`src/rtl/slm_pkg.sv`:
```
package slm_pkg;
  typedef enum logic {
    OP_TAS = 1'b0,
    OP_REL = 1'b1
  } slm_op_e;
endpackage

```
`src/rtl/slm_cell.sv`:
```
module slm_cell #(
  parameter int VP_W = 2
) (
  input  logic            clk,
  input  logic            rst_n,
  input  logic            set_i,
  input  logic            clr_i,
  input  logic [VP_W-1:0] vp_i,
  output logic            busy_o,
  output logic [VP_W-1:0] owner_o
);
  logic            busy_q;
  logic [VP_W-1:0] owner_q;

  always_ff @(posedge clk) begin
    if (!rst_n) begin
      busy_q  <= 1'b0;
      owner_q <= '0;
    end else if (set_i) begin
      // the flag is written with one regardless; the holder id only on a fresh grab
      if (!busy_q) owner_q <= vp_i;
      busy_q <= 1'b1;
    end else if (clr_i) begin
      busy_q  <= 1'b0;
      owner_q <= '0;
    end
  end

  assign busy_o  = busy_q;
  assign owner_o = owner_q;

  assert_set_source_R2: assert property (@(posedge clk) disable iff (!rst_n)
    $rose(busy_q) |-> $past(set_i));
  assert_clear_source_R4: assert property (@(posedge clk) disable iff (!rst_n)
    $fell(busy_q) |-> $past(clr_i));
  assert_owner_kept_R3: assert property (@(posedge clk) disable iff (!rst_n)
    ($past(busy_q) && !$past(clr_i)) |-> $stable(owner_q));
endmodule

```
`src/rtl/slm_read_mux.sv`:
```
module slm_read_mux #(
  parameter int NUM_LOCKS = 16,
  parameter int LOCK_W    = 4,
  parameter int VP_W      = 2
) (
  input  logic [NUM_LOCKS-1:0]      busy_vec_i,
  input  logic [NUM_LOCKS*VP_W-1:0] owner_flat_i,
  input  logic [LOCK_W-1:0]         lock_i,
  output logic                      sel_busy_o,
  output logic [VP_W-1:0]           sel_owner_o
);
  always_comb begin
    sel_busy_o  = 1'b0;
    sel_owner_o = '0;
    for (int i = 0; i < NUM_LOCKS; i++) begin
      if (lock_i == LOCK_W'(i)) begin
        sel_busy_o  = busy_vec_i[i];
        sel_owner_o = owner_flat_i[i*VP_W +: VP_W];
      end
    end
  end
endmodule

```
`src/rtl/slm_decode.sv`:
```
module slm_decode
  import slm_pkg::*;
#(
  parameter int NUM_LOCKS = 16,
  parameter int LOCK_W    = 4,
  parameter int VP_W      = 2
) (
  input  logic                 valid_i,
  input  logic                 rel_i,
  input  logic [LOCK_W-1:0]    lock_i,
  input  logic [VP_W-1:0]      vp_i,
  input  logic                 sel_busy_i,
  input  logic [VP_W-1:0]      sel_owner_i,
  output logic [NUM_LOCKS-1:0] set_vec_o,
  output logic [NUM_LOCKS-1:0] clr_vec_o,
  output logic                 err_o
);
  slm_op_e op;
  logic    rel_ok;

  assign op     = slm_op_e'(rel_i);
  assign rel_ok = sel_busy_i && (sel_owner_i == vp_i);

  always_comb begin
    set_vec_o = '0;
    clr_vec_o = '0;
    err_o     = 1'b0;
    if (valid_i) begin
      for (int i = 0; i < NUM_LOCKS; i++) begin
        if (lock_i == LOCK_W'(i)) begin
          set_vec_o[i] = (op == OP_TAS);
          clr_vec_o[i] = (op == OP_REL) && rel_ok;
        end
      end
      err_o = (op == OP_REL) && !rel_ok;
    end
  end
endmodule

```
`src/rtl/swap_lock_mem.sv`:
```
module swap_lock_mem #(
  parameter int NUM_LOCKS = 16,
  parameter int NUM_VPS   = 4,
  localparam int LOCK_W   = (NUM_LOCKS > 1) ? $clog2(NUM_LOCKS) : 1,
  localparam int VP_W     = (NUM_VPS > 1) ? $clog2(NUM_VPS) : 1
) (
  input  logic                      clk,
  input  logic                      rst_n,
  input  logic                      req_valid_i,
  input  logic                      req_rel_i,
  input  logic [LOCK_W-1:0]         req_lock_i,
  input  logic [VP_W-1:0]           req_vp_i,
  output logic                      rsp_valid_o,
  output logic                      rsp_held_o,
  output logic                      err_o,
  output logic [NUM_LOCKS-1:0]      lock_busy_o,
  output logic [NUM_LOCKS*VP_W-1:0] lock_owner_o
);
  logic [NUM_LOCKS-1:0]      busy_vec;
  logic [NUM_LOCKS*VP_W-1:0] owner_flat;
  logic [NUM_LOCKS-1:0]      set_vec;
  logic [NUM_LOCKS-1:0]      clr_vec;
  logic                      sel_busy;
  logic [VP_W-1:0]           sel_owner;

  slm_read_mux #(.NUM_LOCKS(NUM_LOCKS), .LOCK_W(LOCK_W), .VP_W(VP_W)) u_rd (
    .busy_vec_i  (busy_vec),
    .owner_flat_i(owner_flat),
    .lock_i      (req_lock_i),
    .sel_busy_o  (sel_busy),
    .sel_owner_o (sel_owner)
  );

  slm_decode #(.NUM_LOCKS(NUM_LOCKS), .LOCK_W(LOCK_W), .VP_W(VP_W)) u_dec (
    .valid_i    (req_valid_i),
    .rel_i      (req_rel_i),
    .lock_i     (req_lock_i),
    .vp_i       (req_vp_i),
    .sel_busy_i (sel_busy),
    .sel_owner_i(sel_owner),
    .set_vec_o  (set_vec),
    .clr_vec_o  (clr_vec),
    .err_o      (err_o)
  );

  for (genvar g = 0; g < NUM_LOCKS; g++) begin : g_lock
    slm_cell #(.VP_W(VP_W)) u_cell (
      .clk    (clk),
      .rst_n  (rst_n),
      .set_i  (set_vec[g]),
      .clr_i  (clr_vec[g]),
      .vp_i   (req_vp_i),
      .busy_o (busy_vec[g]),
      .owner_o(owner_flat[g*VP_W +: VP_W])
    );
  end

  // old value leaves in the request cycle; the write lands at the closing edge
  assign rsp_valid_o  = req_valid_i;
  assign rsp_held_o   = sel_busy;
  assign lock_busy_o  = busy_vec;
  assign lock_owner_o = owner_flat;

  assert_acquire_holds_R2: assert property (@(posedge clk) disable iff (!rst_n)
    (req_valid_i && !req_rel_i) |=> busy_vec[$past(req_lock_i)]);
  assert_bad_release_ignored_R5: assert property (@(posedge clk) disable iff (!rst_n)
    err_o |=> ($stable(busy_vec) && $stable(owner_flat)));
  assert_single_change_R6: assert property (@(posedge clk) disable iff (!rst_n)
    $onehot0(busy_vec ^ $past(busy_vec)));
  assert_idle_quiet_R8: assert property (@(posedge clk) disable iff (!rst_n)
    !req_valid_i |=> ($stable(busy_vec) && $stable(owner_flat)));
endmodule

```
`config.mk`:
```
export PLATFORM = sky130hd
export DESIGN_NAME = swap_lock_mem
export DESIGN_NICKNAME = d
export VERILOG_FILES = /design/src/rtl/slm_pkg.sv /design/src/rtl/slm_cell.sv /design/src/rtl/slm_read_mux.sv /design/src/rtl/slm_decode.sv /design/src/rtl/swap_lock_mem.sv
export SDC_FILE = /design/constraint.sdc
export NUM_CORES = 1
export LEC_CHECK = 0
export ABC_AREA = 1
export BUFFER_PORTS_ARGS = -buffer_cell sky130_fd_sc_hd__buf_2
export CAP_MARGIN = 10
export CORE_ASPECT_RATIO = 2
export CORE_MARGIN = 2
export CORE_UTILIZATION = 43
export DETAILED_ROUTE_END_ITERATION = 8
export HOLD_SLACK_MARGIN = 0.03
export PLACE_DENSITY = 0.68
export SYNTH_ARGS = -nofsm -noshare
export SYNTH_HDL_FRONTEND = slang
export SYNTH_SLANG_ARGS = --single-unit
```
`constraint.sdc`:
```
create_clock -name clk -period 1.8 [get_ports clk]
set_input_delay 0.18 -clock clk [delete_from_list [all_inputs] [get_ports clk]]
set_output_delay 0.18 -clock clk [all_outputs]
set_load 0.05 [all_outputs]
```
# Yosys cells after proc, flatten, opt, wreduce, memory -nomap -nowiden
# Cells that the tools add are included.
# totals
reg_bits,48
latch_bits,0
ramBits,0
mem_bits_ro,0
output_inout_bits,51
n_memories,0
# classes
n_addsub,0
mul,0
n_div,0
n_lt_le_gt_ge,0
eq_ne,32
n_shift,0
n_mux,147
bitwise,1
n_reduce_logical,37
# ops
operator,count
$mux 2,64
$mux 1,81
$eq 4x4->1 const B,8
$mux 16,2
$ne 2x2->1 const B,16
$reduce_and 2->1,16
$reduce_bool 2->1,16
$eq 4x3->1 const B,4
$eq 4x2->1 const B,2
$eq 4x1->1 const B,1
$logic_not 4->1,1
$logic_and 1x1->1,3
$eq 2x2->1,1
$logic_not 1->1,1
$not 1->1,1

# Depth between registers and ports, before layout
# logic_depth
word_depth,24
depth_mapped,21
depth_no_buf,21

# Cells and area by module
# From an unflattened synthesis, not the netlist that was laid out.
# hier_totals
hier_cells,475
area_unflattened_um2,2885.3
# modules_own_cells
mod,n_inst,cells_each,area_each_um2,seq_area_each_um2
slm_cell,16,16,120.1,60.1
slm_read_mux,1,123,529.3,0.0
slm_decode,1,95,426.7,0.0
swap_lock_mem,1,1,7.5,0.0

# Worst setup path before layout
# No wires, ideal clock.
# synth_path
kind,input-to-output
start,in req_lock_i[1]
end,out err_o
arrival_time_ns,2.762
required_ns,1.620
path_slack_ns,-1.142
stages,17
cell_sequence,nand2_1 inv_1 nand2_1 inv_1 nand2_1 nand2_1 inv_1 nand4_1 nand2_1 nand4_1 nor2_1 nand4_1 nand2_1 nor2_8 buf_12 and2_1 nor2_1
# synth_via
elab_cells_between_ends,53
cone_classes,eq/ne (16); mux (33); reduce/logical (4)
# synth_rtl
item,line_no,text
from (decl),swap_lock_mem.sv:11,"input logic [LOCK_W-1:0] req_lock_i,"
$logic_not 4->1,slm_read_mux.sv:16,if (lock_i == LOCK_W'(i)) begin
$mux 1 (15 in a row),slm_read_mux.sv:16,
$mux 1 *,slm_read_mux.sv:16,
via rsp_held_o,swap_lock_mem.sv:14,"output logic rsp_held_o,"
$logic_and 1x1->1 *,slm_decode.sv:22,assign rel_ok = sel_busy_i && (sel_owner_i == vp_i);
$logic_not 1->1 *,slm_decode.sv:35,err_o = (op == OP_REL) && !rel_ok;
$logic_and 1x1->1 *,slm_decode.sv:35,
$mux 1 *,slm_decode.sv:28,if (valid_i) begin
to (decl),swap_lock_mem.sv:15,"output logic err_o,"
# Mark *: on every way through the listed nets, which the timed path passes. The rest lies on a longest branch.

# Worst setup path after layout
# layout_path
start,reg g_lock[3].u_cell.owner_q[1]
end,out err_o
# layout_via
elab_chain_cells,18
# layout_rtl
item,line_no,text
from (decl),slm_cell.sv:13,logic [VP_W-1:0] owner_q;
from (signal assigned),slm_cell.sv:21,if (!busy_q) owner_q <= vp_i;
$mux 2 (13 in a row),slm_read_mux.sv:16,
$eq 2x2->1,slm_decode.sv:22,
$logic_and 1x1->1,slm_decode.sv:22,
$logic_not 1->1,slm_decode.sv:35,
$logic_and 1x1->1,slm_decode.sv:35,
$mux 1,slm_decode.sv:28,
# No other way between the ends.

==> results.md <==
* Yosys warnings at 0
* Crit path time final at 2.43 ns
* Sequential area share after synthesis at 33.1%
* Detailed Route WL at 10100 um
* Vias per cell at 5.26
* CTS tree: yes
* # rows at 42
* GR Util All Layers at 28.3%
* Leak at between 2 and 2.5 nW
* Hold_sp: req_vp_i[1]
* Dpl hpwl at 7910 um
* Port Buffers at 60
* Critical path class: reg2out
* #FFs+latches synth at 48
* Unique masters post-synth at 29
* Adder-cell share of the synthesized area at 0%
* Final Hold Fails at 0
* CTS clk-pin slew, worst paths at 0.07 ns
* Reg-to-reg slack, setup at -0.48 ns
* Via count at 3473
* Clock Path Buffers at 2
* WHS at about 0.21 ns
* Outcome: complete, but fails checks
* Total power at 0.00248 W
* Slowest Stage Delay on Critical Path at 0.33 ns
* Worst-Skew Late Latency at 0.30 ns
* Final worst path period share at 135%
* Vias in the first global route at 3480
* Die area at 7460 um2
* Failing checks: setup timing
* ANT cells at 0
* TritonCTS Buffers at 5
* WP data arrival at 2.25 ns
* Setup crit end kind: primary output
* Slew @ Worst Pin at 0.476 ns
* Gr busiest metal: met2
* Avg Cell Area, Syn at 6.52 um2
* Slowest CP cell: dfxtp_2
* Mapped Cells at 445
* Initial antenna violation count at 0
* Drt pass-1 iters at 4
* DIE HEIGHT at 120 um
* Compound-gate portion of the synthesized area at 13.6%
* Filler cells at 586
* Worst min path class: in2reg
* FF-to-FF Start: g_lock[3].u_cell.owner_o[1]
* Area Overhead vs Synth at 48.6%
* Proportion of synthesized area in mux cells at 0%
* Antenna-violating nets left at 0
* Largest family of logic cells by synthesized area: simple AND/OR/NAND/NOR gates
* Met1 Resource Use GR at 27.4%
* Top Ports at 61
* Nets@finish at 581
* Global placement routability congestion at 0.985
* Commonest non-fill, non-tap cell in the layout: nand2_1
* Max-Cap Viols at 0
* Fin. max-slew vios at 0
* Clk sink count at 48
* Critical-path cell list: nand3_2, nand4_1, nor2_1, nand4_1, nand2_1, nand4_1, nor2_1, nand4_1, nand2_1, nand2_4, and2_4, nor2_4, buf_8
* Max Fclk at 411 MHz
* Largest net degree at the start of global routing at 22
* Total congestion overflow at 0
* Worst setup margin at -0.631 ns
* Crit-path max FO at 3
* Crit-path most repeated cell: nand4_1
* Initial core utilization at 44.2%
* Die extent in x at 62.1 um
* WL/cell at around 15 um
* Core area at around 6600 um2
* Mapped Area at 2900 um2
* CTS Hold Bufs at 0
* WP data required at 1.62 ns
* Final setup violation count at 50
* First-pass GRT wire length at between 15000 and 20000 um
* Place WS at -0.838 ns
* P per Cell Area at between 500 and 600 nW/um2
* Met2 Usage GRT at between 50% and 60%
* Critical Path Start: g_lock[3].u_cell.owner_o[1]
* H-Tree Level Count at 2
* Worst clock skew at 0.00760 ns
* Max IR drop VDD at about 0.57 mV
* DRT iter0 DRCs at 147
* Simple logic cell fraction of the synthesized area at 39.9%
* Slew HR at 68.2%
* Startpoint Class: flop
* Layout cell share with drive strength beyond 1 at between 40% and 50%
* Drt drc at 0
* Unrepaired setup endpoints after global routing: yes
* M3 GR Usage at around 3.7%
* Most frequent cells in the layout: nand2_1, buf_4, nor2_1
* CTS root buffer: clkbuf_16
* Post-Synth XOR/XNOR Area at 0%
* Syn Nets at 455
## registers in the layout, indices dropped and copies added, names as in the netlist
signal                 flops
g_lock.u_cell.busy_o      16
g_lock.u_cell.owner_o     32
## where the power goes
part           switching, W  leakage [nW]  internal [W]
Clock              0.000412        0.0701      0.000554
Sequential       0.00000948         0.392       0.00107
Combinational      0.000271          1.59      0.000161
Total              0.000693          2.05       0.00179
## per-stage QoR
stage	instances	setup TNS, ns	cell area [um2]	utilization, %
final	660	-20.58	4310	65.6
after global routing	660	-25.71	4310	65.6
after CTS	658	-20.67	4150	63.2
after detailed placement	645	-34.40	3900	59.4
after global placement	645	-33.68	3900	59.4
after floorplan	445	-17.76	3060	-
## cell usage after synthesis
master    number  area [um2]
nand4_1       25         156
dfxtp_1       48         961
clkbuf_1       6        22.5
o21ai_1        4        20.0
nand2_4        1        11.3
nor2_1        66         248
nand3_1       19        95.1
nand3_2        1        10.0
or2_2          4        25.0
o21a_1         6        45.0
nor2_2         3        18.8
a22oi_1        8        60.1
nand3b_1       1        7.51
buf_12         1        20.0
buf_4         17         128
o21ai_0       10        50.1
buf_1          1        3.75
nand4_2        2        25.0
nand4_4        3        63.8
inv_2          5        18.8
buf_2          1        5.00
inv_1         47         176
nand2_1      119         447
nand2_2        4        25.0
and2_1         1        6.26
a21oi_1       32         160
buf_6          1        11.3
o211ai_1       8        60.1
nor2_8         1        20.0
## routing by layer
metal  part of all wire [%]  wire length, um  up-vias
met5                      0                0        -
met4                    4.7              473        0
met3                    3.0              303       32
met2                     57             5800      104
met1                     35             3510     1654
li1                       -                -     1683
## final timing paths
kind | to | cells after the start
worst min register to register | g_lock[9].u_cell.busy_o | 2
worst max register to register | g_lock[15].u_cell.owner_o[0] | 17
worst max-delay path | err_o | 13
worst min-delay path | g_lock[1].u_cell.owner_o[1] | 3
## worst max-delay path, delay by kind of cell, from the launching register on
family                 cells  cell delay (ns)
AND/OR/NAND/NOR           12             1.47
flip-flops                 1             0.33
buffers and inverters      1             0.15
## cell type report
class | instances | area [um2] | share of cell area, %
Timing Repair Buffer | 146 | 1050 | 24.4
Tap cell | 88 | 110 | 2.56
Clock inverter | 1 | 7.51 | 0.174
Sequential cell | 48 | 975 | 22.6
Inverter | 52 | 230 | 5.34
Multi-Input combinational cell | 318 | 1790 | 41.6
Clock buffer | 7 | 143 | 3.31
## logic make-up after synthesis
group / after synthesis
buffers and inverters: 79
AND/OR/NAND/NOR: 250
flip-flops: 48
AO/OA/AOI/OAI: 68
## timing repair
action,4_1_cts,5_1_grt
setup buffers,5,2
pin swaps,12,44
setup endpoints to repair,50,50
gates resized for setup,21,40
Power figures use the tool's default switching activity.
